### src/rtl/hbridge_gate_ctl.sv
`timescale 1ns/1ps
module hbridge_gate_ctl #(
  parameter int CHANNELS = 4,
  parameter int LS_GAP   = 3,
  parameter int HS_GAP   = 5
) (
  input  logic                clk,
  input  logic                rst_n,
  input  logic [CHANNELS-1:0] drv_en,
  input  logic [CHANNELS-1:0] drv_sel,
  output logic [CHANNELS-1:0] hs_en,
  output logic [CHANNELS-1:0] ls_en
);
  localparam int GAP_MAX = (LS_GAP > HS_GAP) ? LS_GAP : HS_GAP;
  localparam int CW      = $clog2(GAP_MAX + 1);

  typedef enum logic [2:0] {S_OFF, S_LS, S_HS, S_WLS, S_WHS} leg_t;

  for (genvar g = 0; g < CHANNELS; g++) begin : g_leg
    leg_t          st;
    logic [CW-1:0] cnt;

    always_ff @(posedge clk or negedge rst_n) begin
      if (!rst_n) begin
        st  <= S_OFF;
        cnt <= '0;
      end else if (!drv_en[g]) begin
        st  <= S_OFF;
        cnt <= '0;
      end else if (!drv_sel[g]) begin
        case (st)
          S_LS: ;
          S_WLS:
            if (cnt == CW'(LS_GAP - 1)) st <= S_LS;
            else cnt <= cnt + 1'b1;
          default: begin
            st  <= S_WLS;
            cnt <= '0;
          end
        endcase
      end else begin
        case (st)
          S_HS: ;
          S_WHS:
            if (cnt == CW'(HS_GAP - 1)) st <= S_HS;
            else cnt <= cnt + 1'b1;
          default: begin
            st  <= S_WHS;
            cnt <= '0;
          end
        endcase
      end
    end

    assign hs_en[g] = (st == S_HS);
    assign ls_en[g] = (st == S_LS);
  end
endmodule

### config.mk
export PLATFORM = sky130hd
export DESIGN_NAME = hbridge_gate_ctl
export DESIGN_NICKNAME = d
export VERILOG_FILES = /design/src/rtl/hbridge_gate_ctl.sv
export SDC_FILE = /design/constraint.sdc
export NUM_CORES = 1
export LEC_CHECK = 0
export ABC_CLOCK_PERIOD_IN_PS = 4000
export BUFFER_PORTS_ARGS = -buffer_cell sky130_fd_sc_hd__buf_2
export CAP_MARGIN = 15
export CORE_MARGIN = 2
export CORE_UTILIZATION = 30
export CTS_CLUSTER_SIZE = 8
export DETAILED_ROUTE_END_ITERATION = 8
export REMOVE_ABC_BUFFERS = 1
export SLEW_MARGIN = 10
export SYNTH_ARGS = -nofsm -noshare
export SYNTH_HDL_FRONTEND = slang
export SYNTH_SLANG_ARGS = --single-unit
### constraint.sdc
create_clock -name clk -period 4 [get_ports clk]
set_input_delay 0.8 -clock clk [delete_from_list [all_inputs] [get_ports clk]]
set_output_delay 0.8 -clock clk [all_outputs]
set_load 0.1 [all_outputs]
=== After elaboration in Yosys (flattened, before gate mapping) ===
Cells that the tools add are included.

* ROM bits: 0
* Memories: 0
* Input bits: 10
* Bits in writable memories: 0
* Bits in latches: 0
* Bits in registers: 24
* Output and inout port bits: 8

* Bitwise gates (word level): 0
* Add/subtract/negate cells: 4
* Muxes and demuxes: 48
* Magnitude comparators: 0
* Multipliers: 0
* Div/mod/pow operators: 0
* Shift operators: 0
* Equality and inequality tests: 48
* Reductions and logical operators: 8

{| class="wikitable"
|+ Operators with widths
! operator !! number
|-
| 3-bit 2-to-1 mux || 32
|-
| 3-bit one-hot mux with 2 select lines || 16
|-
| 4-bit != test (second input constant) || 16
|-
| 3-bit by 2-bit == test with 1-bit output (second input constant) || 12
|-
| 4-bit AND reduction || 8
|-
| 3-bit == test (second input constant) || 8
|-
| 3-bit != test (second input constant) || 8
|-
| 3-bit by 1-bit adder with 3-bit output (second input constant) || 4
|-
| 3-bit by 1-bit == test with 1-bit output (second input constant) || 4
|}

=== Longest topological paths before layout ===
Gate-level depths: netlist (run 1).

* Depth after elaboration: 5
* Depth in mapped cells: 6
* Depth with buffers taken out: 6

=== Worst setup path before layout (run 1) ===
Ideal clock, no wire load.

* Path type: register -> output
* Start point: reg g_leg[0].st[0]
* End point: out ls_en[0]
* Setup slack: 0.437 ns
* Path buffers: 1
* Stages on the path, launching flop included: 3
* Arrival: 2.763 ns
* Required time: 3.200 ns
* Cells stage by stage: dfrtp_1 clkbuf_1 nor3b_1

* Longest elaborated chain between the ends: 1

{| class="wikitable"
|+ Ends and longest elaborated chain
! element !! RTL line !! text
|-
| start, declared || 20 || <nowiki>leg_t st;</nowiki>
|-
| start signal, assigned || 25 || <nowiki>st <= S_OFF;</nowiki>
|-
| start signal, assigned || 28 || <nowiki>st <= S_OFF;</nowiki>
|-
| start signal, assigned || 34 || <nowiki>if (cnt == CW'(LS_GAP - 1)) st <= S_LS;</nowiki>
|-
| 3-bit by 1-bit == test with 1-bit output || 56 || <nowiki>assign ls_en[g] = (st == S_LS);</nowiki>
|-
| end, declared || 12 || <nowiki>output logic [CHANNELS-1:0] ls_en</nowiki>
|}

Every way passes these cells.

=== Worst setup path after layout (run 1) ===
* Start point: reg g_leg[2].st[2]
* End point: out hs_en[2]

* Longest elaborated chain between the ends: 1

{| class="wikitable"
|+ Ends and longest elaborated chain
! element !! RTL line !! text
|-
| start, declared || 20 ||
|-
| start signal, assigned || 25 ||
|-
| start signal, assigned || 28 ||
|-
| start signal, assigned || 34 ||
|-
| 3-bit by 2-bit == test with 1-bit output || 55 || <nowiki>assign hs_en[g] = (st == S_HS);</nowiki>
|-
| end, declared || 11 || <nowiki>output logic [CHANNELS-1:0] hs_en,</nowiki>
|}

Every way passes these cells.

==> results of run 1 <==
[area by class of cell]
| cell class | count | area (um^2) | area share [%] |
|---|---|---|---|
| Clock buffer | 4 | 55.1 | 2.85 |
| Inverter | 12 | 45.0 | 2.33 |
| Multi-Input combinational cell | 141 | 1060 | 54.7 |
| Sequential cell | 24 | 601 | 31.1 |
| Tap cell | 72 | 90.1 | 4.66 |
| Timing Repair Buffer | 17 | 85.1 | 4.40 |
[flip-flops by register name, summed over array words and instances, names as in the netlist]
signal / count
g_leg.cnt: 12
g_leg.st: 12
[cells by family (layout without fill, tap and decap cells)]
family | Yosys count | after routing | share of synthesized area, %
flops | 24 | 24 | 35.1
compound gates | 38 | 38 | 15.5
simple gates | 81 | 81 | 31.0
fa+ha+maj | 12 | 12 | 8.78
mux | 10 | 10 | 6.51
buf+inv | 14 | 33 | 3.07
[path summary, 6_finish.rpt]
kind,cells after the start,slack (ns),from,to
worst min register to register,1,0.56,g_leg[1].cnt[2]$_DFFE_PN0P_,g_leg[1].cnt[2]$_DFFE_PN0P_
max in group asynchronous,1,3.11,rst_n,g_leg[1].st[2]$_DFFE_PN0P_
worst min-delay path,1,0.52,rst_n,g_leg[2].st[2]$_DFFE_PN0P_
min in group clk,1,0.56,g_leg[1].cnt[2]$_DFFE_PN0P_,g_leg[1].cnt[2]$_DFFE_PN0P_
worst max-delay path,3,1.74,g_leg[2].st[2]$_DFFE_PN0P_,hs_en[2]
worst max register to register,4,2.11,g_leg[2].st[1]$_DFFE_PN0P_,g_leg[2].cnt[0]$_DFFE_PN0P_
[layer usage]
layer	GRT usage, %	vias to the layer above
met1	14.8	636
met4	3.62	0
met5	0	-
met3	1.81	4
met2	17.6	10
li1	-	702
[worst max-delay path, cell delays in order (launching register included)]
cell and delay (ns):
dfrtp_1 0.42, nand2b_1 0.23, nor2_1 0.12, buf_2 0.43
[metrics by stage]
stage | util, % | setup slack [ns] | power [uW] | hold WS, ns
after floorplan | - | 0.533 | 377 | 0.504
final | 35.1 | 1.74 | 571 | 0.521
after global placement | 34.1 | 1.74 | 410 | 0.546
after CTS | 35.1 | 1.73 | 580 | 0.541
after global routing | 35.1 | 1.62 | 608 | 0.565
after detailed placement | 34.1 | 1.71 | 410 | 0.544
[cell usage in the layout, fill, tap and decap left out, drive strengths merged, types with 3 or more instances in the layout]
| cell type | instances |
|---|---|
| a21oi | 8 |
| a22o | 5 |
| and3b | 4 |
| buf | 17 |
| clkbuf | 4 |
| dfrtp | 24 |
| ha | 12 |
| inv | 12 |
| mux2 | 6 |
| mux2i | 4 |
| nand2 | 11 |
| nand2b | 10 |
| nand3 | 6 |
| nand3b | 3 |
| nand4 | 3 |
| nor2 | 8 |
| nor2b | 9 |
| nor3b | 13 |
| nor4bb | 3 |
| o2111ai | 3 |
| o21ai | 8 |
| or3b | 3 |
[synth_stat cells (4+ instances only)]
| cell | count |
|---|---|
| nand2b_1 | 10 |
| nand2_1 | 11 |
| nor3b_1 | 12 |
| nor2_1 | 8 |
| nor2b_1 | 9 |
| a21oi_1 | 8 |
| dfrtp_1 | 24 |
| a22o_1 | 5 |
| mux2_2 | 5 |
| o21ai_0 | 7 |
| inv_1 | 12 |
| nand3_1 | 6 |
| ha_1 | 12 |
| and3b_1 | 4 |
| mux2i_1 | 4 |
[power groups by stage]
stage | Combinational [uW] | Clock (uW) | Sequential [uW]
2_1_floorplan | 104 | 0 | 272
3_3_place_gp | 132 | 0 | 278
3_5_place_dp | 132 | 0 | 278
4_1_cts | 133 | 174 | 273
5_1_grt | 145 | 187 | 277
6_report | 132 | 165 | 274
==> summary.md, run 1 <==
| Metric | Value |
|---|---|
| Clk pwr share | `28.9%` |
| Total gr overflow | `0` |
| Final GP Congestion | `0.800` |
| Mapped Area | `1710 um^2` |
| FILL cells | `561` |
| Yosys reg bits | `24` |
| DR top layer | `met4` |
| Root Driver | `clkbuf_8` |
| Vias in the first global route | `1315` |
| GRT Util Overall | `10.9%` |
| Post-CTS Resized | `0` |
| Detail Route Antenna Nets | `0` |
| PortBufs | `17` |
| Fin. Hold Viols | `0` |
| Final period util | `56.6%` |
| Worst min path class | `input pin to asynchronous set/reset pin` |
| Total Nets Final | `221` |
| Largest cells by area after synthesis | `dfrtp_1, ha_1, nor3b_1, nand2b_1, mux2_2` |
| Global-route wire length before repair | `5660 um` |
| Row count | `27` |
| CTS HTree Levels | `1` |
| Synth top area share | `35.1%` |
| Sequential element share of the synthesized area | `35.1%` |
| Num CTS Buffers | `3` |
| I/O pins | `18` |
| Met1 WL | `1600 um` |
| Clk_skew | `0.00250 ns` |
| Pre-antenna DRT Iters | `4` |
| Initial Util | `31.0%` |
| RSZ-0062 raised after global routing | `no` |
| Core area | `5510 um^2` |
| Placed inst area | `1880 um^2` |
| Die height | `79.5 um` |
| Metal3 WL | `75 um` |
| Synth warnings | `0` |
| Status | `finished, final reports clean` |
| Hold-fix buffers, CTS | `0` |
| Clock transition at path regs | `0.08 ns` |
| Fmax | `442 MHz` |
| Gate power share | `23.1%` |
| Routed wire length | `3150 um` |
| Final instance area | `1930 um^2` |
| CTS tree | `built` |
| WL/cell | `11.6 um` |
| DP Cell Count | `266` |
| Initial drt markers | `37` |
| Syn Area/Cell | `9.55 um^2` |
| CP endpoint kind | `output port` |
| Longest Clk Path Bufs | `2` |
| Slew HR | `62.1%` |
| Drt drc | `0` |
| Largest net degree at the start of global routing | `25` |
| Most used flip-flop cell after synthesis | `dfrtp_1` |
| Post-CTS Setup Bufs | `0` |
| Crit path max fanout | `5` |
| Synth-to-Final Area Change | `13.0%` |
| Die Area | `6320 um^2` |
| Met2 routed wirelength | `1440 um` |
| Yosys cell types | `45` |
| EDFF count, synth | `0` |
| P_sw | `189 uW` |
| Fin cells | `270` |
| Detailed placement HPWL | `2310 um` |
| Tmin final | `2.26 ns` |
| Via density | `5.01` |
| Sequential share of power | `47.9%` |
| Switching fraction of total power | `33.1%` |
| Latest clock arrival within the worst-skew pair | `0.26 ns` |
| Setup_tns | `0 ns` |
| Vias | `1352` |
| Slew @ Worst Pin | `0.568 ns` |
| Antenna diodes | `0` |
| CTS sink count | `24` |
| Max Cap Violations | `0` |
| Layout cells sized above 1 | `16.2%` |
| Final setup violation count | `0` |
| Synth async-reset ratio | `100%` |
| Die X | `79.5 um` |
| Largest area contributor in the netlist | `dfrtp_1` |
| WS Path Type | `flip-flop to output port` |
| CP arrival | `1.46 ns` |
| Initial antenna violation count | `0` |
| Worst VDD drop | `0.137 mV` |
| CP required | `3.20 ns` |
| Startpoint type of the worst setup path | `flip-flop` |
| Pwr dens | `295 nW/um^2` |
| Leak | `0.000882 uW` |
| Internal Power | `382 uW` |
| Mapped Cells | `179` |
| Max Slew Vio Count | `0` |
Note: power is estimated with default switching activity, not from simulation.
==> run 2: changes to the inputs <==
Settings changed: ABC_AREA set to 1, ABC_CLOCK_PERIOD_IN_PS 4000 to 1900.
Clock period 4 ns to 1.9 ns, I/O delays scaled along.
==> summary.md, run 2 <==
| Metric | Value |
|---|---|
| Routed wire length | `3820 um` |
| M2 GR Usage | `17.6%` |
| Post-CTS Resized | `0` |
| Vias in the first global route | `1605` |
| CTS sink count | `24` |
| Total Nets Final | `366` |
| RSZ-0062 raised after global routing | `no` |
| Yosys reg bits | `24` |
| CP required | `1.52 ns` |
| Max Slew Vio Count | `0` |
| Global-route wire length before repair | `6840 um` |
| Slew @ Worst Pin | `0.590 ns` |
| Pwr dens | `570 nW/um^2` |
| Leak | `0.00125 uW` |
| Synth warnings | `0` |
| EDFF count, synth | `0` |
| Fin cells | `419` |
| CP endpoint kind | `output port` |
| Final setup violation count | `0` |
| Most common cell in the synthesized netlist | `nand2_1` |
| Die Area | `7140 um^2` |
| Detailed placement HPWL | `3030 um` |
| GR Util met1 | `16.5%` |
| Commonest cells after routing, fill and taps aside | `nand2_1, nor2_1, inv_1, nand3_1, dfrtp_1` |
| DP Cell Count | `416` |
| Die height | `84.5 um` |
| Fmax | `562 MHz` |
| Max Cap Violations | `0` |
| Most Crowded Layer GR | `met2` |
| Root Driver | `clkbuf_8` |
| Total gr overflow | `0` |
| Largest area contributor in the netlist | `dfrtp_1` |
| Startpoint type of the worst setup path | `flip-flop` |
| Synth async-reset ratio | `100%` |
| Core area | `6310 um^2` |
| Yosys cell types | `15` |
| Final period util | `93.6%` |
| Vias | `1849` |
| PortBufs | `17` |
| Hold-fix buffers, CTS | `0` |
| Initial Util | `30.8%` |
| M3 GR Usage | `1.77%` |
| CP arrival | `1.40 ns` |
| Syn Area/Cell | `6.04 um^2` |
| Initial antenna violation count | `0` |
| WS Path Type | `flip-flop to output port` |
| Pre-antenna DRT Iters | `5` |
| CTS tree | `built` |
| Post-CTS Setup Bufs | `0` |
| I/O pins | `18` |
| Most used flip-flop cell after synthesis | `dfrtp_1` |
| Placed inst area | `2130 um^2` |
| Initial drt markers | `145` |
| GRT Util Overall | `11.4%` |
| Worst VDD drop | `0.256 mV` |
| Slew HR | `60.7%` |
| Status | `finished, final reports clean` |
| Crit path max fanout | `5` |
| FILL cells | `681` |
| Row count | `29` |
| Antenna diodes | `0` |
| Clk_skew | `0.00118 ns` |
| WL/cell | `9.11 um` |
| Via density | `4.41` |
| Drt drc | `0` |
| Num CTS Buffers | `3` |
| Tmin final | `1.78 ns` |
| Largest net degree at the start of global routing | `25` |
| Largest cells by area after synthesis | `dfrtp_1, nand2_1, nor2_1, inv_1, ha_1` |
| Overall Power | `1240 uW` |
| Mapped Cells | `322` |
| Synth-to-Final Area Change | `11.5%` |
| Fin. Hold Viols | `0` |
| Setup_tns | `0 ns` |
| Longest Clk Path Bufs | `2` |
| Worst min path class | `input pin to asynchronous set/reset pin` |
| Mapped Area | `1940 um^2` |
| Hold slack | `0.107 ns` |
| Synth cell count leaders | `nand2_1, nor2_1, inv_1` |
| Die X | `84.5 um` |
| Synth top area share | `30.9%` |
| Largest registers | `g_leg.cnt (12), g_leg.st (12)` |
| Layout cells sized above 1 | `12.6%` |
| Clock transition at path regs | `0.08 ns` |
| Most common cell after layout, fill and taps aside | `nand2_1` |
| CTS HTree Levels | `1` |
| Latest clock arrival within the worst-skew pair | `0.26 ns` |
| Final instance area | `2170 um^2` |
| Detail Route Antenna Nets | `0` |
| Sequential element share of the synthesized area | `30.9%` |
| Final GP Congestion | `0.835` |
-- run 2: changes by cell type after synthesis, sizes merged, moves of 9 or more --
| cell | before | now |
|---|---|---|
| nand2 | 11 | 115 |
| nor2 | 8 | 67 |
| inv | 12 | 52 |
| nand3 | 6 | 29 |
| nor3b | 13 | 0 |
| nand2b | 10 | 0 |
| nor2b | 9 | 0 |
| o21ai | 8 | 17 |
-- run 2: kinds of logic (layout without fill, tap and decap cells) --
logic type	after synthesis	count (layout)	synth area share, %
xor gates and xnor gates	1	1	0.451
and+or+nand+nor	211	211	45.3
DFF	24	24	30.9
AOI/OAI and AO/OA	21	21	5.41
adders and majority gates	12	12	7.72
buffers and inverters	53	73	10.2
-- run 2: worst max-delay path, stage by stage, from the launching register on --
cell	delay, ns
dfrtp_1	0.42
inv_1	0.14
nand3_1	0.11
inv_1	0.06
buf_2	0.41
-- run 2: routing by layer --
metal	vias to the layer above	share of wire, %	wire length (um)
met1	805	53	2030
met4	0	1.2	44
met3	5	2.3	86
met2	18	43	1660
met5	-	0	0
li1	1021	-	-
-- run 2: worst paths after layout --
kind / endpoint / from / slack (ns) / depth (start not counted)
worst max-delay path: ls_en[0] / g_leg[0].st[1]$_DFFE_PN0P_ / 0.12 / 4
worst min-delay path: g_leg[2].st[1]$_DFFE_PN0P_ / rst_n / 0.11 / 1
worst max register to register: g_leg[0].cnt[0]$_DFFE_PN0P_ / g_leg[0].cnt[0]$_DFFE_PN0P_ / 0.55 / 8
worst min register to register: g_leg[3].st[1]$_DFFE_PN0P_ / g_leg[3].st[1]$_DFFE_PN0P_ / 0.53 / 2
max in group asynchronous: g_leg[3].st[2]$_DFFE_PN0P_ / rst_n / 1.41 / 1
min in group clk: g_leg[1].st[0]$_DFFE_PN0P_ / drv_sel[1] / 0.34 / 2
-- run 2: final cells by class --
type	instances	area [um^2]	share of cell area [%]
repair buffers	17	85.1	3.93
inverters	53	199	9.18
well taps	77	96.3	4.45
clock buffers	3	41.3	1.91
flip-flops and latches	24	601	27.7
multi-input cells	245	1140	52.8
-- run 2: where the power goes --
group,switching [uW],internal (uW)
sequential,35.0,541
combinational,269,87.9
clock,161,142
total,466,770
-- run 2: stage by stage --
stage	worst slack, ns	utilization, %
3_5_place_dp	0.411	33.7
3_3_place_gp	0.437	33.7
4_1_cts	0.111	34.3
2_1_floorplan	0.323	-
5_1_grt	0.0226	34.3
6_report	0.121	34.3
